--- src/rtl/rdr_pkg.sv ---
package rdr_pkg;

    typedef enum logic [1:0] {
        MODE_PLAIN  = 2'b00,
        MODE_ROWKEY = 2'b01,
        MODE_BITKEY = 2'b10,
        MODE_RSVD   = 2'b11
    } key_mode_e;

    typedef enum logic [1:0] {
        BIAS_NONE   = 2'd0,
        BIAS_UPPER  = 2'd1,
        BIAS_LOWER  = 2'd2,
        BIAS_SINGLE = 2'd3
    } bias_e;

    typedef enum logic [1:0] {
        ST_IDLE,
        ST_PH1,
        ST_PH2,
        ST_OUT
    } rd_state_e;

    // Bias applied during the first (or only) pass.
    function automatic bias_e first_bias(key_mode_e m, logic rowkey);
        case (m)
            MODE_BITKEY: first_bias = BIAS_UPPER;
            MODE_ROWKEY: first_bias = rowkey ? BIAS_UPPER : BIAS_LOWER;
            default:     first_bias = BIAS_SINGLE;
        endcase
    endfunction

endpackage

--- src/rtl/rdr_seq.sv ---
module rdr_seq
    import rdr_pkg::*;
#(
    parameter int GROUPS = 8,
    parameter int GW     = 3,
    parameter int AW     = 3
) (
    input  logic            clk,
    input  logic            rst,
    input  logic            req_valid,
    input  logic [AW-1:0]   req_row,
    input  logic [1:0]      req_mode,
    input  logic            req_rowkey,
    output logic            accept,
    output logic            busy,
    output logic [AW-1:0]   rd_row,
    output logic [GW-1:0]   rd_grp,
    output bias_e           rd_bias,
    output key_mode_e       cur_mode,
    output logic            cap_ph1,
    output logic            cap_ph2,
    output logic            out_fire
);

    localparam logic [GW-1:0] LAST_GRP = GW'(GROUPS - 1);

    rd_state_e     state;
    logic [GW-1:0] grp;
    logic [AW-1:0] row_q;
    key_mode_e     mode_q;
    logic          rowkey_q;

    assign accept = (state == ST_IDLE) && req_valid;

    always_ff @(posedge clk) begin
        if (rst) begin
            state    <= ST_IDLE;
            grp      <= '0;
            row_q    <= '0;
            mode_q   <= MODE_PLAIN;
            rowkey_q <= 1'b0;
        end else begin
            case (state)
                ST_IDLE: begin
                    if (req_valid) begin
                        row_q    <= req_row;
                        mode_q   <= key_mode_e'(req_mode);
                        rowkey_q <= req_rowkey;
                        grp      <= '0;
                        state    <= ST_PH1;
                    end
                end
                ST_PH1: begin
                    if (grp == LAST_GRP) begin
                        grp   <= '0;
                        state <= (mode_q == MODE_BITKEY) ? ST_PH2 : ST_OUT;
                    end else begin
                        grp <= grp + GW'(1);
                    end
                end
                ST_PH2: begin
                    if (grp == LAST_GRP) begin
                        grp   <= '0;
                        state <= ST_OUT;
                    end else begin
                        grp <= grp + GW'(1);
                    end
                end
                default: state <= ST_IDLE;
            endcase
        end
    end

    always_comb begin
        case (state)
            ST_PH1:  rd_bias = first_bias(mode_q, rowkey_q);
            ST_PH2:  rd_bias = BIAS_LOWER;
            default: rd_bias = BIAS_NONE;
        endcase
    end

    assign busy     = (state != ST_IDLE);
    assign rd_row   = row_q;
    assign rd_grp   = grp;
    assign cur_mode = mode_q;
    assign cap_ph1  = (state == ST_PH1);
    assign cap_ph2  = (state == ST_PH2);
    assign out_fire = (state == ST_OUT);

endmodule

--- src/rtl/rdr_capture.sv ---
module rdr_capture #(
    parameter int N_SA   = 16,
    parameter int GROUPS = 8,
    parameter int GW     = 3,
    parameter int ROW_W  = N_SA * GROUPS
) (
    input  logic             clk,
    input  logic             rst,
    input  logic             cap_ph1,
    input  logic             cap_ph2,
    input  logic [GW-1:0]    grp,
    input  logic [N_SA-1:0]  sa,
    output logic [ROW_W-1:0] row_ph1,
    output logic [ROW_W-1:0] row_ph2
);

    logic [N_SA-1:0] seg1 [GROUPS];
    logic [N_SA-1:0] seg2 [GROUPS];

    for (genvar g = 0; g < GROUPS; g++) begin : g_seg
        always_ff @(posedge clk) begin
            if (rst) begin
                seg1[g] <= '0;
                seg2[g] <= '0;
            end else begin
                if (cap_ph1 && grp == GW'(g)) seg1[g] <= sa;
                if (cap_ph2 && grp == GW'(g)) seg2[g] <= sa;
            end
        end
        assign row_ph1[g*N_SA +: N_SA] = seg1[g];
        assign row_ph2[g*N_SA +: N_SA] = seg2[g];
    end

endmodule

--- src/rtl/rdr_merge.sv ---
module rdr_merge
    import rdr_pkg::*;
#(
    parameter int ROW_W = 128
) (
    input  logic             clk,
    input  logic             rst,
    input  logic             accept,
    input  logic [ROW_W-1:0] req_key,
    input  key_mode_e        cur_mode,
    input  logic             out_fire,
    input  logic [ROW_W-1:0] row_ph1,
    input  logic [ROW_W-1:0] row_ph2,
    output logic [ROW_W-1:0] data_out,
    output logic             data_valid
);

    logic [ROW_W-1:0] key_q;
    logic [ROW_W-1:0] merged;

    always_comb begin
        if (cur_mode == MODE_BITKEY)
            merged = (key_q & row_ph1) | (~key_q & row_ph2);
        else
            merged = row_ph1;
    end

    always_ff @(posedge clk) begin
        if (rst) begin
            key_q      <= '0;
            data_out   <= '0;
            data_valid <= 1'b0;
        end else begin
            if (accept) key_q <= req_key;
            data_valid <= out_fire;
            if (out_fire) data_out <= merged;
        end
    end

endmodule

--- src/rtl/rdr_decrypt_reader.sv ---
module rdr_decrypt_reader
    import rdr_pkg::*;
#(
    parameter int ROW_W = 128,
    parameter int N_SA  = 16,
    parameter int ROWS  = 8,
    localparam int GROUPS = ROW_W / N_SA,
    localparam int GW     = $clog2(GROUPS),
    localparam int AW     = $clog2(ROWS)
) (
    input  logic             clk,
    input  logic             rst,
    input  logic             req_valid,
    input  logic [AW-1:0]    req_row,
    input  logic [1:0]       req_mode,
    input  logic [ROW_W-1:0] req_key,
    input  logic             req_rowkey,
    output logic             busy,
    output logic [AW-1:0]    arr_row,
    output logic [GW-1:0]    arr_grp,
    output logic [1:0]       arr_bias,
    input  logic [N_SA-1:0]  sa_bits,
    output logic [ROW_W-1:0] data_out,
    output logic             data_valid
);

    logic             accept;
    bias_e            rd_bias;
    key_mode_e        cur_mode;
    logic             cap_ph1;
    logic             cap_ph2;
    logic             out_fire;
    logic [ROW_W-1:0] row_ph1;
    logic [ROW_W-1:0] row_ph2;

    rdr_seq #(.GROUPS(GROUPS), .GW(GW), .AW(AW)) seq_i (
        .clk        (clk),
        .rst        (rst),
        .req_valid  (req_valid),
        .req_row    (req_row),
        .req_mode   (req_mode),
        .req_rowkey (req_rowkey),
        .accept     (accept),
        .busy       (busy),
        .rd_row     (arr_row),
        .rd_grp     (arr_grp),
        .rd_bias    (rd_bias),
        .cur_mode   (cur_mode),
        .cap_ph1    (cap_ph1),
        .cap_ph2    (cap_ph2),
        .out_fire   (out_fire)
    );

    assign arr_bias = rd_bias;

    rdr_capture #(.N_SA(N_SA), .GROUPS(GROUPS), .GW(GW), .ROW_W(ROW_W)) cap_i (
        .clk     (clk),
        .rst     (rst),
        .cap_ph1 (cap_ph1),
        .cap_ph2 (cap_ph2),
        .grp     (arr_grp),
        .sa      (sa_bits),
        .row_ph1 (row_ph1),
        .row_ph2 (row_ph2)
    );

    rdr_merge #(.ROW_W(ROW_W)) mrg_i (
        .clk        (clk),
        .rst        (rst),
        .accept     (accept),
        .req_key    (req_key),
        .cur_mode   (cur_mode),
        .out_fire   (out_fire),
        .row_ph1    (row_ph1),
        .row_ph2    (row_ph2),
        .data_out   (data_out),
        .data_valid (data_valid)
    );

endmodule

--- config.mk ---
export PLATFORM = sky130hd
export DESIGN_NAME = rdr_decrypt_reader
export DESIGN_NICKNAME = d
export VERILOG_FILES = /design/src/rtl/rdr_pkg.sv /design/src/rtl/rdr_seq.sv /design/src/rtl/rdr_capture.sv /design/src/rtl/rdr_merge.sv /design/src/rtl/rdr_decrypt_reader.sv
export SDC_FILE = /design/constraint.sdc
export NUM_CORES = 1
export LEC_CHECK = 0
export ABC_AREA = 1
export BUFFER_PORTS_ARGS = -buffer_cell sky130_fd_sc_hd__buf_2
export CAP_MARGIN = 20
export CORE_MARGIN = 1
export CORE_UTILIZATION = 50
export DETAILED_ROUTE_END_ITERATION = 8
export PLACE_DENSITY = 0.81
export SYNTH_ARGS = -nofsm -noshare
export SYNTH_HDL_FRONTEND = slang
export SYNTH_SLANG_ARGS = --single-unit
--- constraint.sdc ---
create_clock -name clk -period 4.9 [get_ports clk]
set_input_delay 1.47 -clock clk [delete_from_list [all_inputs] [get_ports clk]]
set_output_delay 1.47 -clock clk [all_outputs]
set_load 0.02 [all_outputs]
==> results of run 1 <==
## routing by layer
layer  global-route usage, %  vias to the layer above  wire length, um
met1                   33.25                     8083            23330
met3                   3.502                      135             4110
met4                   11.54                        0             2252
met5                       0                        -                0
met2                   43.66                      747            27540
li1                        -                     7931                -
## sequential cells by signal (all words and copies together) (netlist names), 2 cells and up
register and count:
cap_i.seg1 128, cap_i.seg2 128, mrg_i.data_out 128, mrg_i.key_q 128, seq_i.rd_grp 3, seq_i.rd_row 3
seq_i.cur_mode 2, seq_i.state 2
## worst max-delay path by stage
stage / start / endpoint / slack [ps]
after CTS: seq_i.state[0]$_SDFFE_PP0P_ / arr_bias[1] / 1280
after detailed placement: rst / cap_i.seg2[0][7]$_SDFFCE_PN0P_ / 1520
after floorplan: rst / cap_i.seg2[1][48]$_SDFFCE_PN0P_ / 1870
after global placement: rst / cap_i.seg2[0][14]$_SDFFCE_PN0P_ / 1620
final: seq_i.state[0]$_SDFFE_PP0P_ / arr_bias[1] / 1310
after global routing: seq_i.state[0]$_SDFFE_PP0P_ / arr_bias[1] / 1250
## final cells by class
| class | instances | area (um2) | area share, % |
|---|---|---|---|
| flip-flops and latches | 524 | 13050 | 53.12 |
| inverters | 165 | 633.1 | 2.576 |
| multi-input cells | 1432 | 6950 | 28.28 |
| repair buffers | 307 | 1582 | 6.436 |
| well taps | 539 | 674.4 | 2.744 |
| clock inverters | 13 | 68.82 | 0.2800 |
| clock buffers | 82 | 1613 | 6.563 |
## cells by family (layout without fill, tap and decap cells)
| kind of cell | Yosys count | in the layout | synth area share [%] |
|---|---|---|---|
| AOI/OAI and AO/OA | 449 | 449 | 12.06 |
| buffers and inverters | 323 | 567 | 6.397 |
| adders and majority gates | 16 | 16 | 0.9381 |
| DFF | 524 | 524 | 61.17 |
| and+or+nand+nor | 967 | 967 | 19.44 |
## power by group
group	internal, uW	total, uW	leakage [uW]	switching (uW)
Combinational	641	2190	0.00437	1550
Sequential	5130	5430	0.00484	301
Clock	2250	3920	0.000833	1670
Total	8030	11500	0.0100	3520
## through the flow
stage | instances | utilization (%) | instance area (um2) | hold slack [ps] | setup slack (ps)
2_1_floorplan | 2279 | - | 21340 | 443.5 | 1874
3_3_place_gp | 2967 | 54.45 | 22890 | 452.3 | 1619
3_5_place_dp | 2967 | 54.45 | 22890 | 453.7 | 1520
4_1_cts | 3062 | 58.45 | 24570 | 461.5 | 1280
5_1_grt | 3062 | 58.45 | 24570 | 473.3 | 1248
6_report | 3062 | 58.45 | 24570 | 458.4 | 1314
## worst max-delay path, delay by kind of cell (launching register included)
kind,cells,cell delay (ps)
DFF,1,480
AOI/OAI and AO/OA,1,250
buffers and inverters,3,450
adders and majority gates,1,340
## cell usage in the layout, fill, tap and decap left out, drive strengths merged
cell	netlist	layout
buf	76	307
nand3b	43	43
a21oi	177	177
edfxtp	256	256
o21bai	128	128
o21ai	142	142
nand2	236	236
nand3	148	148
a21boi	1	1
nand4	12	12
clkinvlp	0	1
clkbuf	82	82
clkinv	1	13
o211ai	1	1
inv	164	164
ha	16	16
nor2	526	526
dfxtp	268	268
nor3	2	2
==> flow_metrics.tcl, run 1 <==
set metrics [dict create \
    synth_flop_cell "dfxtp_1" \
    synth_edf_count 256 \
    gp_congestion 0.8186 \
    routedWlPerCell_um 18.69 \
    cts.sinks 524 \
    overflow 0 \
    cp_slowest_cell "dfxtp_1" \
    r2r-start "seq_i.cur_mode[0]$_SDFFE_PP0P_" \
    cts_setup_buffers 0 \
    crit_fanout 6 \
    endpoint_kind "output pin" \
    whs_endpoint "mrg_i.data_out[48]$_SDFFE_PP0P_" \
    clkTransAtPathRegs_ps 60 \
    yosysTopAreaCell "edfxtp_1" \
    first_iter_violations 1539 \
    wl_mm 57.24 \
    cts.hold.buffers_added 0 \
    synth_most_common_cell "nor2_1" \
    grt_pass1_vias 16231 \
    yosysUniqueCellTypes 27 \
    cts_tree "yes" \
    drive_above_1_share_pct 16.13 \
    hold_viol_final 0 \
    grt_start_max_net_pins 137 \
    antenna_found_initial 0 \
    clock_path_buffers 3 \
    max_stage_delay_ps 480 \
    nFillCells 3515 \
    finalSetupViolCount 0 \
    route.detailed.drc 0 \
    fp.coreArea_mm2 0.04204 \
    rsz0062_at_grt "false" \
    power_uw 11540 \
    io_pins 291 \
    fin_skew_ps 15.63 \
    period_minus_slack_ps 3586 \
    grt_use_total_pct 25.85 \
    critPathLaunchType "flip-flop" \
    cts_max_level 2 \
    die_area_mm2 0.04351 \
    die_h_um 208.6 \
    synthCells 2279 \
    synth_nets 2448 \
    cp_data_arrival_time_ps 2120 \
    reg2reg_slack_ps 1660 \
    hp-start "mrg_i.data_out[48]$_SDFFE_PP0P_" \
    status "finished clean" \
    port_buffers 290 \
    synth_common_cells "526 x nor2_1, 268 x dfxtp_1, 256 x edfxtp_1, 235 x nand2_1, 177 x a21oi_1" \
    power_leakage_uw 0.01004 \
    ir_drop_v 0.0002924 \
    fmax_mhz 278.9 \
    clk_latency_ps 590 \
    slew_viol_final 0 \
    worstPathCellList "inv_1 > ha_1 > inv_1 > a21oi_1 > buf_2" \
    postRouteAntennaNets 0 \
    critPathKind "reg2out" \
    ys_ff_latch 524 \
    antenna_cells 0 \
    syn_avg_cell_area_um2 9.363 \
    r2r_end "mrg_i.data_out[106]$_SDFFE_PP0P_" \
    die_w_um 208.6 \
    hold_class "reg2reg" \
    fin_tns_setup_ps 0 \
    hold_depth 2 \
    num_vias 16896 \
    cp_common_cell "inv_1" \
    synth_area_leaders "edfxtp_1 36%, dfxtp_1 25%, nor2_1 9.3%, o21bai_1 4.5%, a21oi_1 4.2%" \
    synth_top_area_share_pct 36.02 \
    numCtsBuffers 51 \
    slew_headroom_pct 24.66 \
    syn2layout_area_growth_pct 15.16 \
    cts_root_buf "clkbuf_16" \
    via_per_inst 5.518 \
    initial_utilization_pct 50.76 \
    cts_resized 0 \
    rows 75 \
    grt_pass1_wl_mm 87.25 \
    tightest_slew_ps 1130 \
    drt-pass1-iter-count 5 \
    yosysSeqAreaShare_pct 61.17 \
    synthArstFlopShare_pct 0 \
    required_ps 3430 \
    worst-r2r-cell-count 7 \
    final_nets 2650 \
    dpl.hpwl_mm 35.74 \
    yosysWarnings 0 \
    p_per_area_mw_per_mm2 469.8 \
    maxCapViolations 0 \
    min_period_over_period_pct 73.18 \
    synth.cell_area_mm2 0.02134 \
]
Power figures use the tool's default switching activity.
==> run 2, diff against run 1 <==
Settings changed: ABC_AREA 1 to 0, PLACE_DENSITY 0.81 to 0.84.
Clock period 4.9 ns to 2.95 ns, I/O delays scaled along.
==> run 2 against run 1 <==
Net effect: critical path depth did not move; final cell count fell by 10%; combinational power rose by 69%; worst hold slack got worse by 9.8 ps; die area fell by 0.82%; synthesized area fell by 0.83%; total power rose by 69%; critical path type unchanged; largest cell class unchanged.
==> flow_metrics.tcl, run 2 <==
set metrics [dict create \
    slew_headroom_pct 35.05 \
    endpoint_kind "output pin" \
    fmax_mhz 367.1 \
    placement.cell_area_mm2 0.02300 \
    status "finished clean" \
    die_area_mm2 0.04315 \
    overflow 0 \
    cts_setup_buffers 0 \
    hold_viol_final 0 \
    cts_max_level 2 \
    final_nets 2323 \
    grt_pass1_wl_mm 83.81 \
    synth_top_area_share_pct 36.32 \
    synthCells 1935 \
    finalSetupViolCount 0 \
    tightest_slew_ps 970.7 \
    drt-pass1-iter-count 6 \
    fin_skew_ps 14.07 \
    initial_utilization_pct 50.57 \
    synth.cell_area_mm2 0.02116 \
    cts.hold.buffers_added 0 \
    maxCapViolations 0 \
    die_w_um 207.7 \
    regArea_mm2 0.01305 \
    ys_ff_latch 524 \
    grt_use_total_pct 25.12 \
    min_period_over_period_pct 92.34 \
    first_iter_violations 1256 \
    synth_edf_count 256 \
    clk_latency_ps 600 \
    p_per_area_mw_per_mm2 784.2 \
    clkTransAtPathRegs_ps 60 \
    mostFrequentLayoutCells "289 x buf_2, 271 x nand2_1, 268 x dfxtp_1" \
    route.detailed.drc 0 \
    grt_pass1_vias 14807 \
    synth_most_common_cell "nand2_1" \
    num_vias 15036 \
    critPathKind "reg2out" \
    required_ps 2070 \
    slew_viol_final 0 \
    multi_input_area_mm2 0.007518 \
    synth_common_cells "272 x nand2_1, 268 x dfxtp_1, 256 x edfxtp_1, 209 x and2_1, 139 x a21oi_1" \
    grt_start_max_net_pins 132 \
    yosysSeqAreaShare_pct 61.68 \
    synthArstFlopShare_pct 0 \
    yosysUniqueCellTypes 31 \
    syn2layout_area_growth_pct 17.35 \
    fin_area_mm2 0.02483 \
    die_h_um 207.7 \
    drive_above_1_share_pct 18.96 \
    rows 75 \
    whs_ps 448.6 \
    numCtsBuffers 53 \
    hold_class "reg2reg" \
    final_common_cell "buf_2" \
    wl_mm 54.49 \
    syn_avg_cell_area_um2 10.94 \
    crit_fanout 6 \
    synth_area_leaders "edfxtp_1 36%, dfxtp_1 25%, and2_1 6.2%, mux2i_1 6.1%, nand2_1 4.8%" \
    fp.coreArea_mm2 0.04185 \
    io_pins 291 \
    gp_congestion 0.8612 \
    rsz0062_at_grt "false" \
    yosysWarnings 0 \
    yosysTopAreaCell "edfxtp_1" \
    ir_drop_v 0.0004788 \
    period_minus_slack_ps 2724 \
    via_per_inst 5.484 \
    antenna_found_initial 3 \
    cts_root_buf "clkbuf_16" \
    nFillCells 3350 \
    clock_path_buffers 3 \
    cp_data_arrival_time_ps 1840 \
    critPathLaunchType "flip-flop" \
    cts_resized 0 \
    power_leakage_uw 0.01048 \
    routedWlPerCell_um 19.87 \
    synth_flop_cell "dfxtp_1" \
    cts.sinks 524 \
    port_buffers 290 \
    postRouteAntennaNets 0 \
    dpl.hpwl_mm 34.93 \
    cts_tree "yes" \
    synth_nets 2104 \
    fin_tns_setup_ps 0 \
]
## run 2: area by class of cell
cell class	count	area share [%]
tap	539	2.716
clock inverter	29	1.028
multi-input combinational	1254	30.28
sequential	524	52.56
inverter	11	0.1663
timing repair buffer	310	6.892
clock buffer	71	6.323
antenna	4	0.04031
## run 2: layer usage
metal / up-vias / global-route usage [%] / part of all wire [%]
li1: 7069 / - / -
met1: 7280 / 32.68 / 41
met2: 558 / 41.91 / 48
met3: 129 / 3.374 / 6.4
met4: 0 / 11.47 / 4.3
met5: - / 0 / 0
## run 2: where the power goes
group	switching [uW]	total (uW)	leakage, uW	internal (uW)
sequential	384	8840	0.00483	8460
clock	2890	6930	0.000906	4030
combinational	2430	3710	0.00475	1280
total	5710	19500	0.0105	13800
## run 2: critical path, cell delays in order (launching register included)
cell,delay (ps)
dfxtp_1,470
inv_1,110
ha_1,310
inv_1,70
nor2_1,90
buf_2,190
## run 2: kinds of logic (layout without fill, tap and decap cells)
logic type / Yosys count / in the layout / synth area share [%]
AO/OA/AOI/OAI: 292 / 292 / 8.726
adder cells (fa/ha/maj): 16 / 16 / 0.9460
buffers and inverters: 157 / 421 / 2.962
flip-flops: 524 / 524 / 61.68
multiplexers: 129 / 129 / 6.101
other: 0 / 4 / 0
AND/OR/NAND/NOR: 817 / 817 / 19.59
## run 2: final timing paths
check / start / endpoint / slack, ps / depth (start not counted)
setup / recovery: seq_i.state[0]$_SDFFE_PP0P_ / arr_bias[1] / 230 / 5
hold / removal: mrg_i.key_q[18]$_SDFFE_PP0P_ / mrg_i.key_q[18]$_SDFFE_PP0P_ / 450 / 2
setup reg to reg: seq_i.rd_grp[0]$_SDFFE_PP0P_ / cap_i.seg2[0][54]$_SDFFCE_PN0P_ / 470 / 5
hold reg to reg: mrg_i.key_q[18]$_SDFFE_PP0P_ / mrg_i.key_q[18]$_SDFFE_PP0P_ / 450 / 2
## run 2: per-stage QoR
step,utilization [%],cells,total power (uW),setup WS (ps)
floorplan,-,1935,11390,821.7
global placement,54.95,2638,12540,584.4
detailed placement,54.95,2638,12680,468.6
CTS,59.31,2738,19570,193.0
global route,59.32,2740,20240,131.8
finish,59.34,2742,19470,226.0
